[src/rtl/rcr_pkg.sv]
package rcr_pkg;
  typedef enum logic {
    SEL_STATUS = 1'b0,
    SEL_CLEAR  = 1'b1
  } rd_sel_e;
endpackage

[src/rtl/rcr_core_flag.sv]
module rcr_core_flag (
  input  logic clk,
  input  logic por_n,
  input  logic glob_evt,
  input  logic set_req,
  input  logic clr_req,
  output logic flag_q
);
  logic flag_d;

  // Global wipe first, then set beats clear.
  always_comb begin
    if (glob_evt)      flag_d = 1'b0;
    else if (set_req)  flag_d = 1'b1;
    else if (clr_req)  flag_d = 1'b0;
    else               flag_d = flag_q;
  end

  always_ff @(posedge clk or negedge por_n) begin
    if (!por_n) flag_q <= 1'b0;
    else        flag_q <= flag_d;
  end
endmodule

[src/rtl/rcr_glob_flag.sv]
module rcr_glob_flag (
  input  logic clk,
  input  logic por_n,
  input  logic glob_evt,
  input  logic clr_req,
  output logic flag_q
);
  logic flag_d;

  always_comb begin
    if (glob_evt)     flag_d = 1'b1;
    else if (clr_req) flag_d = 1'b0;
    else              flag_d = flag_q;
  end

  // Power-on counts as a global reset.
  always_ff @(posedge clk or negedge por_n) begin
    if (!por_n) flag_q <= 1'b1;
    else        flag_q <= flag_d;
  end
endmodule

[src/rtl/rcr_clr_decode.sv]
module rcr_clr_decode #(
  parameter int NUM_CORES = 4,
  parameter int DATA_W    = 32,
  parameter int GLOB_POS  = 31
) (
  input  logic                 clr_we,
  input  logic [DATA_W-1:0]    clr_data,
  output logic [NUM_CORES-1:0] clr_lr,
  output logic                 clr_gr
);
  // Reserved positions are accepted but do nothing.
  logic unused_rsv;
  assign unused_rsv = ^{clr_data[GLOB_POS-1:NUM_CORES]};

  assign clr_lr = clr_we ? clr_data[NUM_CORES-1:0] : '0;
  assign clr_gr = clr_we & clr_data[GLOB_POS];
endmodule

[src/rtl/rcr_read_mux.sv]
module rcr_read_mux
  import rcr_pkg::*;
#(
  parameter int NUM_CORES = 4,
  parameter int DATA_W    = 32,
  parameter int GLOB_POS  = 31
) (
  input  logic                 rd_sel,
  input  logic                 gr_flag,
  input  logic [NUM_CORES-1:0] lr_flags,
  output logic [DATA_W-1:0]    rd_data
);
  logic [DATA_W-1:0] status_word;

  always_comb begin
    status_word = '0;
    status_word[NUM_CORES-1:0] = lr_flags;
    status_word[GLOB_POS] = gr_flag;
  end

  always_comb begin
    case (rd_sel_e'(rd_sel))
      SEL_STATUS: rd_data = status_word;
      default:    rd_data = '0;
    endcase
  end
endmodule

[src/rtl/rst_cause_reg.sv]
module rst_cause_reg #(
  parameter int NUM_CORES = 4,
  parameter int DATA_W    = 32,
  parameter int GLOB_POS  = 31
) (
  input  logic                 clk,
  input  logic                 por_n,
  input  logic                 glob_rst_evt,
  input  logic [NUM_CORES-1:0] core_rst_req,
  input  logic                 clr_we,
  input  logic [DATA_W-1:0]    clr_data,
  input  logic                 rd_sel,
  output logic [DATA_W-1:0]    rd_data
);
  localparam int RSV_LO = NUM_CORES;

  logic [NUM_CORES-1:0] lr_flags;
  logic [NUM_CORES-1:0] clr_lr;
  logic                 clr_gr;
  logic                 gr_flag;

  initial begin
    if (RSV_LO > GLOB_POS || GLOB_POS >= DATA_W)
      $error("rst_cause_reg: bad field layout parameters");
  end

  rcr_clr_decode #(.NUM_CORES(NUM_CORES), .DATA_W(DATA_W), .GLOB_POS(GLOB_POS)) u_dec (
    .clr_we   (clr_we),
    .clr_data (clr_data),
    .clr_lr   (clr_lr),
    .clr_gr   (clr_gr)
  );

  rcr_glob_flag u_gr (
    .clk      (clk),
    .por_n    (por_n),
    .glob_evt (glob_rst_evt),
    .clr_req  (clr_gr),
    .flag_q   (gr_flag)
  );

  for (genvar c = 0; c < NUM_CORES; c++) begin : g_core
    rcr_core_flag u_lr (
      .clk      (clk),
      .por_n    (por_n),
      .glob_evt (glob_rst_evt),
      .set_req  (core_rst_req[c]),
      .clr_req  (clr_lr[c]),
      .flag_q   (lr_flags[c])
    );
  end

  rcr_read_mux #(.NUM_CORES(NUM_CORES), .DATA_W(DATA_W), .GLOB_POS(GLOB_POS)) u_rd (
    .rd_sel   (rd_sel),
    .gr_flag  (gr_flag),
    .lr_flags (lr_flags),
    .rd_data  (rd_data)
  );
endmodule

[config.mk]
export PLATFORM = sky130hd
export DESIGN_NAME = rst_cause_reg
export DESIGN_NICKNAME = d
export VERILOG_FILES = /design/src/rtl/rcr_pkg.sv /design/src/rtl/rcr_core_flag.sv /design/src/rtl/rcr_glob_flag.sv /design/src/rtl/rcr_clr_decode.sv /design/src/rtl/rcr_read_mux.sv /design/src/rtl/rst_cause_reg.sv
export SDC_FILE = /design/constraint.sdc
export NUM_CORES = 1
export LEC_CHECK = 0
export ABC_AREA = 0
export BUFFER_PORTS_ARGS = -buffer_cell sky130_fd_sc_hd__buf_2
export CAP_MARGIN = 20
export CORE_MARGIN = 2
export CORE_UTILIZATION = 29
export DETAILED_ROUTE_END_ITERATION = 10
export HOLD_SLACK_MARGIN = 0.1
export PLACE_DENSITY = 0.84
export SYNTH_ARGS = -nofsm -noshare
export SYNTH_HDL_FRONTEND = slang
export SYNTH_SLANG_ARGS = --single-unit
[constraint.sdc]
create_clock -name clk -period 2 [get_ports clk]
set_input_delay 0.4 -clock clk [delete_from_list [all_inputs] [get_ports clk]]
set_output_delay 0.4 -clock clk [all_outputs]
set_load 0.1 [all_outputs]
==> results.py <==
metrics = {
    "run_status": {
        "status": "complete, no violations",
    },
    "placed_design": {
        "place_congestion": 0.6754,
        "dp_hpwl_um": 660.8,
        "io_buffers": 18,
        "place_inst": 85,
        "post-place-ws_ns": 0.5197,
    },
    "floorplan": {
        "die_area_sq_mm": 0.001846,
        "rows": 14,
        "io_pins": 73,
        "die_w_um": 42.97,
        "coreArea_sq_mm": 0.001471,
        "die_y_um": 42.97,
        "initial_core_util_pct": 29.93,
    },
    "final_layout": {
        "nNetsFinal": 116,
        "drive_above_1_share_pct": 36.49,
        "area_delta_synth_final_pct": 12.22,
        "mostFrequentLayoutCell": "conb_1",
        "final_cell_count_no_fill": 90,
        "layout_common_cells": "27 x conb_1, 18 x buf_2, 5 x nor2b_2",
        "n_fill_cell": 173,
        "antennaDiodeCount": 0,
        "multi_input_area_sq_um": 206.4,
        "regArea_sq_um": 126.4,
        "fin_util_pct": 33.59,
    },
    "logic_synthesis": {
        "ys_seq_area_share_pct": 28.69,
        "syn_inst": 52,
        "synth.avg_cell_area_sq_um": 8.470,
        "synth_compound_area_share_pct": 9.659,
        "synth_xor_area_share_pct": 0,
        "synth_area_sq_um": 440.4,
        "ys_warn_count": 0,
        "synth_seq_cells": 5,
        "synth_top_family_by_area": "buffers and inverters",
        "ys_types": 10,
        "synthSimpleGateAreaFrac_pct": 11.36,
        "synth.area.mux_share_pct": 0,
        "synthAdderAreaFrac_pct": 0,
    },
    "drt": {
        "routed_wirelength_um": 739,
        "dr_total_vias": 315,
        "drt-initial-drc-count": 2,
        "drc": 0,
        "dr.pass1.iters": 2,
        "ant_nets": 0,
        "wl_per_cell_um": 8.211,
        "routed_via_density": 3.500,
    },
    "power_and_ir_drop": {
        "internal-power_uw": 209.3,
        "switching_share_pct": 60.71,
        "vdd_drop_max_mv": 0.2954,
        "powerDensity_mw_per_mm2": 1078,
        "p_comb_share_pct": 57.0,
        "p_clk_share_pct": 21.6,
        "power_frac_seq_pct": 21.3,
        "p_leak_uw": 0.0002984,
        "p_sw_uw": 323.5,
    },
    "critical_path": {
        "critPathBufInv": 1,
        "cp.arrival_ns": 1.30,
        "rrSetupSlack_ns": 1.28,
        "reg2reg_from": "g_core[0].u_lr.flag_q",
        "r2r_cells": 2,
        "cpLargestDelayFamily": "flip-flops",
        "start_kind": "flip-flop",
        "cp_max_fo": 2,
        "worst-endpoint-required_ns": 1.60,
        "timing.rr.end": "g_core[0].u_lr.flag_q",
        "crit_chain": "nor2b_2 > buf_2",
        "max_stage_delay_ns": 0.52,
        "crit_slowest_cell": "dfstp_2",
        "endpoint_kind": "output pin",
        "path_class": "reg2out",
        "crit_start": "u_gr.flag_q",
    },
    "timing": {
        "fin_crit_sh_pct": 84.82,
        "fin_skew_ns": 0,
        "setup_slack_ns": 0.3036,
        "finalMaxSlewViolations": 0,
        "holdWs_ns": 0.3524,
        "max_freq_mhz": 589.5,
        "hold_violations": 0,
        "finalSetupTns_ns": 0,
        "period_minus_slack_ns": 1.696,
        "setup_viol": 0,
        "rsz0062_at_grt": "false",
    },
    "worst_hold_path": {
        "min_from": "clr_data[2]",
        "hp-class": "in2reg",
        "holdPathStages": 2,
        "min_to": "g_core[2].u_lr.flag_q",
    },
    "clock_tree": {
        "cts_root_buffer": "clkbuf_4",
        "cts_tree": "done",
        "h-tree-depth": 1,
        "numCtsBuffers": 3,
        "clk_latency_ns": 0.24,
        "cts_buffer_depth": 2,
        "clkTransAtPathRegs_ns": 0.04,
        "cts_num_sinks": 5,
        "post_cts_buffers": 0,
    },
    "global_routing": {
        "grt_max_degree": 6,
        "grt_use_total_pct": 8.574,
        "grt_pass1_wl_um": 1131,
        "grt_pass1_vias": 266,
        "overflow": 0,
        "antenna_found_initial": 0,
    },
    "run": {
        "drv_cap": 0,
    },
}
[cell usage after synthesis]
| cell | number | share of area [%] |
|---|---|---|
| buf_4 | 27 | 46 |
| nand2_1 | 1 | 0.85 |
| nor2b_1 | 5 | 7.1 |
| nor2_1 | 4 | 3.4 |
| a21o_1 | 1 | 1.7 |
| dfrtp_1 | 4 | 23 |
| a311oi_1 | 4 | 8.0 |
| dfstp_2 | 1 | 6.0 |
| inv_1 | 4 | 3.4 |
| conb_1 | 1 | 0.85 |
[state kept, by name (all words and copies together), names as in the netlist]
name	cells
g_core.u_lr.flag_q	4
u_gr.flag_q	1
[worst max-delay path by stage]
stage / endpoint / slack (ns) / cells past startpoint
detailed placement: rd_data[0] / 0.52 / 3
global placement: rd_data[2] / 0.53 / 3
global route: rd_data[31] / 0.25 / 2
finish: rd_data[31] / 0.30 / 2
floorplan: rd_data[31] / 0.27 / 1
CTS: rd_data[31] / 0.29 / 2
[per-layer routing]
metal	track usage, %	part of all wire (%)
met5	0	0
met3	5.106	13
met4	3.636	0
met2	13.33	52
met1	9.399	36
[worst register-to-register path, cell delays in order, from the launching register on]
cell,delay [ns]
dfrtp_1,0.35
nor2_1,0.05
a311oi_1,0.23
[power groups by stage]
stage | Sequential (uW) | Combinational [uW] | Clock [uW]
after floorplan | 113 | 318 | 0
after global placement | 115 | 300 | 0
after detailed placement | 115 | 302 | 0
after CTS | 114 | 304 | 119
after global routing | 115 | 312 | 129
final | 114 | 304 | 115
[cell type report]
type / instances / share of cell area [%]
multi-input cells: 42 / 41.77
flip-flops and latches: 5 / 25.57
repair buffers: 19 / 20.25
clock buffers: 4 / 5.316
well taps: 16 / 4.051
inverters: 4 / 3.038
[cells by family (layout without fill, tap and decap cells)]
logic type / Yosys count / count (layout)
AO/OA/AOI/OAI: 5 / 5
buffers and inverters: 31 / 27
AND/OR/NAND/NOR: 10 / 10
other: 1 / 27
flip-flops: 5 / 5
[repair_timing]
item | 4_1_cts | 5_1_grt
setup endpoints to repair | 0 | 0
hold buffers | 1 | 0
endpoints found under the hold margin | 4 | 0
gates resized for setup | 0 | 0
[per-stage QoR]
stage | area [sq um] | power, uW
5_1_grt | 494.2 | 556.3
3_3_place_gp | 457.9 | 414.9
2_1_floorplan | 550.5 | 431.6
3_5_place_dp | 457.9 | 417.2
4_1_cts | 494.2 | 537.1
6_report | 494.2 | 532.9
(Power assumes the default switching activity.)
